$ cat src/rtl/acc_eu_pkg.sv
package acc_eu_pkg;
   localparam int OP_W = 3;

   typedef enum logic [OP_W-1:0] {
      OP_NOP    = 3'd0,
      OP_CLRA   = 3'd1,
      OP_CLRR   = 3'd2,
      OP_COMR   = 3'd3,
      OP_DAA    = 3'd4,
      OP_CLRWDT = 3'd5
   } op_e;

   localparam logic [3:0] BCD_MAX = 4'd9;
endpackage

$ cat src/rtl/acc_eu_regfile.sv
module acc_eu_regfile #(
   parameter int DATA_W         = 8,
   parameter int ADDR_W         = 6,
   parameter bit CLEAR_ON_RESET = 1'b1
) (
   input  logic              clk,
   input  logic              rst_n,
   input  logic              we,
   input  logic [ADDR_W-1:0] waddr,
   input  logic [DATA_W-1:0] wdata,
   input  logic [ADDR_W-1:0] raddr_a,
   output logic [DATA_W-1:0] rdata_a,
   input  logic [ADDR_W-1:0] raddr_b,
   output logic [DATA_W-1:0] rdata_b
);
   localparam int DEPTH = 1 << ADDR_W;

   initial begin
      if (DATA_W < 1) $error("acc_eu_regfile: DATA_W must be positive");
      if (ADDR_W < 1 || ADDR_W > 10) $error("acc_eu_regfile: ADDR_W out of range");
   end

   logic [DATA_W-1:0] mem [DEPTH];

   for (genvar gi = 0; gi < DEPTH; gi++) begin : g_entry
      if (CLEAR_ON_RESET) begin : g_rst
         always_ff @(posedge clk or negedge rst_n) begin
            if (!rst_n)                             mem[gi] <= '0;
            else if (we && waddr == ADDR_W'(gi))    mem[gi] <= wdata;
         end
      end else begin : g_norst
         always_ff @(posedge clk) begin
            if (we && waddr == ADDR_W'(gi))         mem[gi] <= wdata;
         end
      end
   end

   assign rdata_a = mem[raddr_a];
   assign rdata_b = mem[raddr_b];

   // a strobed write lands in the addressed entry by the next cycle
   p_write_lands_r3: assert property (@(posedge clk) disable iff (!rst_n)
      we |=> mem[$past(waddr)] == $past(wdata));
endmodule

$ cat src/rtl/acc_eu_decadj.sv
module acc_eu_decadj
   import acc_eu_pkg::*;
#(
   parameter int DATA_W = 8
) (
   input  logic [DATA_W-1:0] acc,
   input  logic              half_carry,
   input  logic              carry_in,
   output logic [DATA_W-1:0] result,
   output logic              carry_out
);
   localparam int NIB = 4;

   initial begin
      if (DATA_W != 2 * NIB) $error("acc_eu_decadj: needs two nibbles");
   end

   logic          lo_fix, hi_fix;
   logic [DATA_W:0] stage1;

   always_comb begin
      lo_fix    = (acc[NIB-1:0] > BCD_MAX) || half_carry;
      stage1    = {1'b0, acc} + (lo_fix ? (DATA_W+1)'(8'h06) : '0);
      hi_fix    = stage1[DATA_W] || (stage1[DATA_W-1:NIB] > BCD_MAX) || carry_in;
      result    = stage1[DATA_W-1:0] + (hi_fix ? DATA_W'(8'h60) : '0);
      carry_out = hi_fix;
   end

   // a set carry always forces the high correction
   always_comb begin
      if (carry_in) p_carry_forces_r7: assert (carry_out);
   end
endmodule

$ cat src/rtl/acc_eu_status.sv
module acc_eu_status (
   input  logic clk,
   input  logic rst_n,
   input  logic z_we,
   input  logic z_val,
   input  logic c_we,
   input  logic c_val,
   input  logic wdt_restart,
   input  logic timeout_ev,
   input  logic sleep_ev,
   output logic z_o,
   output logic c_o,
   output logic to_o,
   output logic pd_o
);
   always_ff @(posedge clk or negedge rst_n) begin
      if (!rst_n) begin
         z_o  <= 1'b0;
         c_o  <= 1'b0;
         to_o <= 1'b1;
         pd_o <= 1'b1;
      end else begin
         if (z_we) z_o <= z_val;
         if (c_we) c_o <= c_val;
         if (wdt_restart) begin
            to_o <= 1'b1;
            pd_o <= 1'b1;
         end else begin
            if (timeout_ev) to_o <= 1'b0;
            if (sleep_ev)   pd_o <= 1'b0;
         end
      end
   end

   // a restart leaves both watchdog flags set
   p_restart_sets_r8: assert property (@(posedge clk) disable iff (!rst_n)
      wdt_restart |=> to_o && pd_o);
   // a time-out without a restart clears TO
   p_timeout_clears_r9: assert property (@(posedge clk) disable iff (!rst_n)
      (timeout_ev && !wdt_restart) |=> !to_o);
   // a sleep event without a restart clears PD
   p_sleep_clears_r9: assert property (@(posedge clk) disable iff (!rst_n)
      (sleep_ev && !wdt_restart) |=> !pd_o);
endmodule

$ cat src/rtl/acc_exec_unit.sv
module acc_exec_unit
   import acc_eu_pkg::*;
#(
   parameter int DATA_W         = 8,
   parameter int ADDR_W         = 6,
   parameter bit CLEAR_ON_RESET = 1'b1
) (
   input  logic              clk,
   input  logic              rst_n,
   input  logic              exec_i,
   input  logic [OP_W-1:0]   op_i,
   input  logic [ADDR_W-1:0] addr_i,
   input  logic              dest_i,
   input  logic              half_carry_i,
   input  logic              psc_to_wdt_i,
   input  logic              wdt_timeout_i,
   input  logic              sleep_i,
   input  logic [ADDR_W-1:0] peek_addr_i,
   output logic [DATA_W-1:0] acc_o,
   output logic [DATA_W-1:0] peek_data_o,
   output logic              z_o,
   output logic              c_o,
   output logic              to_o,
   output logic              pd_o,
   output logic              wdt_clr_o,
   output logic              psc_clr_o
);
   logic do_clra, do_clrr, do_comr, do_daa, do_wdt;
   logic [DATA_W-1:0] src, inv, daa_res;
   logic              daa_c;
   logic              rf_we;
   logic [DATA_W-1:0] rf_wdata;

   always_comb begin
      do_clra = exec_i && (op_i == OP_CLRA);
      do_clrr = exec_i && (op_i == OP_CLRR);
      do_comr = exec_i && (op_i == OP_COMR);
      do_daa  = exec_i && (op_i == OP_DAA);
      do_wdt  = exec_i && (op_i == OP_CLRWDT);
   end

   assign inv      = ~src;
   assign rf_we    = do_clrr || (do_comr && dest_i);
   assign rf_wdata = do_clrr ? '0 : inv;

   acc_eu_regfile #(
      .DATA_W(DATA_W), .ADDR_W(ADDR_W), .CLEAR_ON_RESET(CLEAR_ON_RESET)
   ) u_rf (
      .clk(clk), .rst_n(rst_n),
      .we(rf_we), .waddr(addr_i), .wdata(rf_wdata),
      .raddr_a(addr_i), .rdata_a(src),
      .raddr_b(peek_addr_i), .rdata_b(peek_data_o)
   );

   acc_eu_decadj #(.DATA_W(DATA_W)) u_daa (
      .acc(acc_o), .half_carry(half_carry_i), .carry_in(c_o),
      .result(daa_res), .carry_out(daa_c)
   );

   acc_eu_status u_st (
      .clk(clk), .rst_n(rst_n),
      .z_we(do_clra || do_clrr || do_comr),
      .z_val(do_comr ? (inv == '0) : 1'b1),
      .c_we(do_daa), .c_val(daa_c),
      .wdt_restart(do_wdt),
      .timeout_ev(wdt_timeout_i), .sleep_ev(sleep_i),
      .z_o(z_o), .c_o(c_o), .to_o(to_o), .pd_o(pd_o)
   );

   always_ff @(posedge clk or negedge rst_n) begin
      if (!rst_n) begin
         acc_o     <= '0;
         wdt_clr_o <= 1'b0;
         psc_clr_o <= 1'b0;
      end else begin
         wdt_clr_o <= do_wdt;
         psc_clr_o <= do_wdt && psc_to_wdt_i;
         if (do_clra)                  acc_o <= '0;
         else if (do_comr && !dest_i)  acc_o <= inv;
         else if (do_daa)              acc_o <= daa_res;
      end
   end

   // zeroing the accumulator leaves 00h and Z set
   p_clra_r2: assert property (@(posedge clk) disable iff (!rst_n)
      do_clra |=> (acc_o == '0) && z_o);
   // inversion to the accumulator holds the inverse of the source read
   p_comr_acc_r4: assert property (@(posedge clk) disable iff (!rst_n)
      (do_comr && !dest_i) |=> acc_o == ~$past(src));
   // write-back inversion keeps the accumulator
   p_comr_keep_r5: assert property (@(posedge clk) disable iff (!rst_n)
      (do_comr && dest_i) |=> $stable(acc_o));
   // decimal adjust never touches Z
   p_daa_z_r7: assert property (@(posedge clk) disable iff (!rst_n)
      do_daa |=> $stable(z_o));
   // prescaler pulse only alongside a watchdog pulse
   p_psc_with_wdt_r8: assert property (@(posedge clk) disable iff (!rst_n)
      psc_clr_o |-> wdt_clr_o);
   // a watchdog pulse only follows a restart strobe
   p_wdt_pulse_r8: assert property (@(posedge clk) disable iff (!rst_n)
      wdt_clr_o |-> $past(exec_i && op_i == OP_CLRWDT));
   // no strobe leaves accumulator, Z and C alone
   p_idle_r10: assert property (@(posedge clk) disable iff (!rst_n)
      !exec_i |=> $stable(acc_o) && $stable(z_o) && $stable(c_o));
endmodule

$ cat config.mk
export PLATFORM = sky130hd
export DESIGN_NAME = acc_exec_unit
export DESIGN_NICKNAME = d
export VERILOG_FILES = /design/src/rtl/acc_eu_pkg.sv /design/src/rtl/acc_eu_regfile.sv /design/src/rtl/acc_eu_decadj.sv /design/src/rtl/acc_eu_status.sv /design/src/rtl/acc_exec_unit.sv
export SDC_FILE = /design/constraint.sdc
export NUM_CORES = 1
export LEC_CHECK = 0
export CORE_MARGIN = 4
export CORE_UTILIZATION = 29
export CTS_CLUSTER_DIAMETER = 120
export DETAILED_ROUTE_END_ITERATION = 6
export GPL_TIMING_DRIVEN = 0
export PLACE_DENSITY = 0.46
export SYNTH_ARGS = -nofsm -noshare
export SYNTH_HDL_FRONTEND = slang
export SYNTH_HIERARCHICAL = 1
export SYNTH_SLANG_ARGS = --single-unit
$ cat constraint.sdc
create_clock -name clk -period 4.6 [get_ports clk]
set_input_delay 0.46 -clock clk [delete_from_list [all_inputs] [get_ports clk]]
set_output_delay 0.46 -clock clk [all_outputs]
set_load 0.005 [all_outputs]
* Yosys cells after proc, flatten, opt, wreduce, memory -nomap -nowiden
Index checks and enable logic that the tools add are counted.
** Word-level totals
- Input port bits :: 23
- Output and inout port bits :: 22
- Logic and storage cells :: 249
- Register bits after elaboration :: 526
** Cells by class
- Eq/ne operators :: 68
- Reductions and logical operators :: 84
- Bitwise gates (word level) :: 3
- Order comparisons :: 4
- Multiplexer cells :: 17
- Add/subtract/negate cells :: 2
** Operators by type and width (number)
- 6-bit == test, second input constant :: 32
- 8-bit binary-select mux with 6-bit select :: 2
- 6-bit by 5-bit == test with 1-bit output, second input constant :: 16
- 1-bit logical AND :: 72
- 8-bit 2-to-1 mux :: 8
- 6-bit by 4-bit == test with 1-bit output, second input constant :: 8
- 6-bit by 3-bit == test with 1-bit output, second input constant :: 4
- 7-bit >= comparator, second input constant :: 2
- 6-bit inverter with 7-bit output :: 2
- 6-bit by 2-bit == test with 1-bit output, second input constant :: 2
- 8-bit by 9-bit adder with 9-bit output :: 1
- 8-bit adder :: 1
- 4-bit greater-than comparator, second input constant :: 2
- 8-bit zero test :: 1
- 8-bit inverter :: 1
- 7-bit 2-to-1 mux :: 1
- 3-bit by 2-bit == test with 1-bit output, second input constant :: 2
- 3-bit == test, second input constant :: 2
- 6-bit by 1-bit == test with 1-bit output, second input constant :: 1
- 6-bit zero test :: 1
- 1-bit logical OR :: 6
- 1-bit 2-to-1 mux :: 5
- 2-bit nonzero test :: 2
- 3-bit by 1-bit == test with 1-bit output, second input constant :: 1
- 3 further kinds :: 3

* Logic depth before layout (Yosys ltp)
- Depth in word-level cells :: 12
- Mapped depth :: 14
- Gate-level depth less buffers :: 14

* Hierarchy
Netlist, hierarchy kept.
** Modules (own cells, without submodules)
- acc_eu_regfile :: instances 1, cells an instance 1793, sequential area each 12812.3 um2, area each 27450.1 um2
- acc_exec_unit :: instances 1, cells an instance 66, sequential area each 250.2 um2, area each 581.8 um2
- acc_eu_decadj :: instances 1, cells an instance 31, sequential area each 0.0 um2, area each 262.8 um2
- acc_eu_status :: instances 1, cells an instance 10, sequential area each 102.6 um2, area each 155.1 um2

* Worst setup path before layout
OpenSTA, ideal clock, no wires.
- Path type :: register -> register
- Start point :: reg acc_o[2]
- End point :: reg acc_o[7]
- Data required time :: 4470 ps
- Data arrival time :: 2847 ps
- Library setup time :: 130 ps
- Cell stages (with the launch flop) :: 15
- Clock period less this slack :: 2977 ps
- Buffers on the path :: 0
- Path slack :: 1623 ps
- Path through :: dfrtp_1 o21ai_0 nand2b_1 ha_1 fa_1 nor2b_1 mux2_4 a32o_1 ha_1 inv_1 fa_1 xnor2_1 xnor2_1 a21oi_1 o2bb2ai_1
** On the way
- Word-level cells in the longest chain between the ends :: 12
** RTL lines
- start: declaration :: RTL line acc_exec_unit.sv:19 : output logic [DATA_W-1:0] acc_o,
- start signal: assignment :: RTL line acc_exec_unit.sv:79 : else if (do_comr && !dest_i) acc_o <= inv;
- start signal: assignment :: RTL line acc_exec_unit.sv:80 : else if (do_daa) acc_o <= daa_res;
- 4-bit greater-than comparator :: RTL line acc_eu_decadj.sv:22 : lo_fix = (acc[NIB-1:0] > BCD_MAX) || half_carry;
- 1-bit logical OR :: RTL line acc_eu_decadj.sv:22
- 3-bit 2-to-1 mux :: RTL line acc_eu_decadj.sv:23 : stage1 = {1'b0, acc} + (lo_fix ? (DATA_W+1)'(8'h06) : '0);
- 8-bit by 9-bit adder with 9-bit output * :: RTL line acc_eu_decadj.sv:23
- 4-bit greater-than comparator :: RTL line acc_eu_decadj.sv:24 : hi_fix = stage1[DATA_W] || (stage1[DATA_W-1:NIB] > BCD_MAX) || carry_in;
- 1-bit logical OR * (2 in a row) :: RTL line acc_eu_decadj.sv:24
- via daa_c :: RTL line acc_exec_unit.sv:30 : logic daa_c;
- 7-bit 2-to-1 mux * :: RTL line acc_eu_decadj.sv:25 : result = stage1[DATA_W-1:0] + (hi_fix ? DATA_W'(8'h60) : '0);
- 8-bit adder * :: RTL line acc_eu_decadj.sv:25
- via daa_res[7] :: RTL line acc_exec_unit.sv:29 : logic [DATA_W-1:0] src, inv, daa_res;
- 8-bit 2-to-1 mux * :: RTL line acc_exec_unit.sv:80
- 8-bit 2-to-1 mux * :: RTL line acc_exec_unit.sv:79
- 8-bit 2-to-1 mux * :: RTL line acc_exec_unit.sv:78 : if (do_clra) acc_o <= '0;
The timed path passes the listed nets; every way through them passes the cells marked *. The select of a mux whose other input is x is not followed.
A chain may end at the register's enable or synchronous reset.

* Worst setup path in the final report
- Start point :: in addr_i[4]
- End point :: reg u_rf/mem[148] (netlist bit)
** On the way
- Word-level cells in the longest chain between the ends :: 6
- Elaborated cells between the ends (all ways) :: 8
- Classes of those cells :: 1 x eq/ne; 4 x mux; 2 x bitwise; 1 x reduce/logical
** RTL lines
- start: declaration :: RTL line acc_exec_unit.sv:12 : input logic [ADDR_W-1:0] addr_i,
- 6-bit inverter with 7-bit output (implied by the code) :: RTL line acc_eu_regfile.sv:38 : assign rdata_a = mem[raddr_a];
- 8-bit binary-select mux with 6-bit select :: RTL line acc_eu_regfile.sv:38
- 8-bit 2-to-1 mux (implied by the code) (2 in a row) :: RTL line acc_eu_regfile.sv:38
- via src[4] :: RTL line acc_exec_unit.sv:29
- 8-bit inverter :: RTL line acc_exec_unit.sv:42 : assign inv = ~src;
- 8-bit 2-to-1 mux :: RTL line acc_exec_unit.sv:44 : assign rf_wdata = do_clrr ? '0 : inv;
- via rf_wdata[4] :: RTL line acc_exec_unit.sv:32 : logic [DATA_W-1:0] rf_wdata;
- end signal: indexed assignment :: RTL line acc_eu_regfile.sv:29 : else if (we && waddr == ADDR_W'(gi)) mem[gi] <= wdata;
- end: declaration :: RTL line acc_eu_regfile.sv:23 : logic [DATA_W-1:0] mem [DEPTH];
The timed path passes the listed nets, and every way through them passes these cells. The select of a mux whose other input is x is not followed.

==> metrics.txt <==
synth warn 6; clk sinks 526; Post-Route WL 120000 µm; R2R Path Start u_rf/mem[113]$_DFFE_PN0P_; final worst-path cycle share 101%; Die Height 321 µm; Slew Viols, Final 5; PortBufs 39; CTS max path bufs 3; GPL Wtd Cong 1.14; RSZ-0062 raised after global routing false; Post-synth top cells dfrtp_1 (524), mux2_2 (521), mux4_2 (248); most used flip-flop cell after synthesis dfrtp_1; num rows 114; Worst-path clk slew 0.06 ns; P_leak 14.7 nW; Core Region 97000 µm²; startpoint class of the critical path primary input; GR Util All Layers 23.2%; worst-margin pin slew 1.55 ns; initial core utilization 29.3%; CP Class primary input to flip-flop; Relative slew margins -4.32%; Critical Path Sink Type flip-flop; Net Count, Synth 1928; Syn Area/Cell 15.0 µm²; CTS tree done; failing checks capacitance limit, slew limit, setup timing; Die ar. 103000 µm²; root buf cell clkbuf_16; CP required 5.15 ns; setup violators final 59; DP HPWL 86200 µm; Layout fillers 9461; Crit Path Max Fanout 12; clock period minus worst slack 4.67 ns; cell count after synthesis 1900; Seq cells post-synth 526; Ports 45; Final WS setup -0.0652 ns; vias in the first global route 20139; fraction of registers with async set/reset 100%; Antenna Nets Post-Route 0; vias 19627; initial antenna violation count 10; fmax 214 MHz; VDD IR max 0.267 mV; CP arrival 5.21 ns; nets 2042; Critical path origin addr_i[4]; Post-Syn Area 28400 µm²; max-capacitance violation count 1; Final Hold Slack 0.375 ns; wire per inst 36.0 µm; power per standard cell area 366 nW/µm²; Synth area leader dfrtp_1; Final Hold Fails 0; die width 321 µm; DP Worst Slack -2.04 ns; Netlist cell types 61; detailed router's first-iteration violation count 2047; GRT Residual Overflow 0; Area Growth Syn to Fin 15.6%; drt pass-1 iters 6; worst skew pair latency 0.63 ns; post-synthesis sequential area ratio 46.3%; largest net degree at the start of global routing 115; cts bufs inserted 66; H-tree depth reported by CTS 3; number of synthesized flops with an enable pin 0; count leader, synth dfrtp_1; clock skew 0.0289 ns; top post-synthesis cells by area dfrtp_1 (46%), mux2_2 (21%), mux4_2 (20%); Via-to-Cell Ratio 5.87; fraction of layout instances using a drive strength above 1 50.4%; result of the run finished, violations left; first-pass GRT wire length 166000 µm; drt drc 0; Worst Hold Class primary input to async pin; top cell type's share of synthesized area 46.1%
-- critical path: stages --
cell             delay [ns]
clkdlybuf4s50_1        0.91
clkdlybuf4s15_2        0.58
nand2_1                0.41
or2_2                  0.46
o221ai_1               0.35
a21oi_1                0.24
a22o_1                 0.40
nor2_1                 0.13
clkdlybuf4s15_2        0.52
clkbuf_4               0.46
mux2_2                 0.23
-- final timing paths --
check                                             to  slack [ns]  depth (start not counted)
setup reg to reg           u_rf/mem[137]$_DFFE_PN0P_        1.11                          8
hold / removal             u_rf/mem[507]$_DFFE_PN0P_        0.37                          2
min in group clk               u_st/pd_o$_DFFE_PN1P_        0.43                          3
max in group asynchronous   u_rf/mem[60]$_DFFE_PN0P_        2.80                          4
setup / recovery           u_rf/mem[148]$_DFFE_PN0P_       -0.07                         11
hold reg to reg                u_st/pd_o$_DFFE_PN1P_        0.51                          1
-- repair_timing --
item                                    CTS  global route
gates resized for setup                  77            27
endpoints found under the setup margin  520           283
endpoints found under the hold margin    56             0
hold buffers                              1             0
buffers inserted                          2             0
pin swaps                                 1             0
-- routing by layer --
| layer | wire length (µm) | track usage, % |
|---|---|---|
| met5 | 0 | 0 |
| met2 | 54900 | 36.5 |
| met4 | 5490 | 8.96 |
| met1 | 50600 | 31.4 |
| met3 | 9470 | 5.36 |
-- cells in the final DEF, fill, tap and decap left out, types with 11 or more instances in the layout --
cell type        Yosys  routed
a21oi_1             22      22
a22oi_1             12      12
buf_2               30      29
buf_4               17      24
clkbuf_1            86      54
clkbuf_16            0      69
clkbuf_2             0      48
clkbuf_8             0      11
clkdlybuf4s50_1      0      36
dfrtp_1            524     524
mux2_2             521     521
mux2i_1             25      25
mux4_2             248     248
nand2_1             59      59
nand2b_1            14      14
nor2_1              32      32
nor2_2              17      17
nor2b_1             13      13
nor3_1              24      24
o21ai_0             26      21
o221ai_1            18      18
o22ai_1             35      35
or2_2               12      12
-- flip-flops by register name, indices dropped and copies added (netlist names) --
register   flops
acc_o          8
psc_clr_o      1
u_rf/mem     512
u_st/c_o       1
u_st/pd_o      1
u_st/to_o      1
u_st/z_o       1
wdt_clr_o      1
-- per-stage QoR --
stage | utilization, % | cell area [µm²] | cells | setup TNS, ns | total power [mW]
floorplan | - | 28400 | 1900 | 0 | 6.11
global placement | 31.4 | 30400 | 3215 | - | 6.96
detailed placement | 31.5 | 30600 | 3220 | -750.58 | 7.00
CTS | 33.9 | 32800 | 3336 | 0 | 12.1
global route | 33.9 | 32900 | 3335 | 0 | 12.4
finish | 33.9 | 32900 | 3344 | -1.87 | 12.0
-- final cells by class --
class | instances | area, µm² | share of cell area, %
repair buffers | 47 | 556 | 1.69
plain buffers | 159 | 933 | 2.84
clock inverters | 13 | 104 | 0.316
multi-input cells | 1208 | 14500 | 44.2
inverters | 6 | 22.5 | 0.0685
clock buffers | 100 | 1950 | 5.94
well taps | 1276 | 1600 | 4.86
diodes | 9 | 22.5 | 0.0685
flip-flops and latches | 526 | 13200 | 40.0
-- kinds of logic after synthesis --
| group | share of synthesized area, % |
|---|---|
| adder cells (fa/ha/maj) | 0.273 |
| AO/OA/AOI/OAI | 4.51 |
| AND/OR/NAND/NOR | 3.75 |
| flip-flops | 46.3 |
| buffers and inverters | 2.90 |
| XOR/XNOR | 0.185 |
| multiplexers | 42.1 |
-- power breakdown --
group | switching (mW) | internal (mW) | total (mW)
sequential | 0.217 | 4.90 | 5.11
combinational | 1.12 | 0.743 | 1.86
clock | 2.07 | 2.98 | 5.04
(Power assumes the default switching activity.)
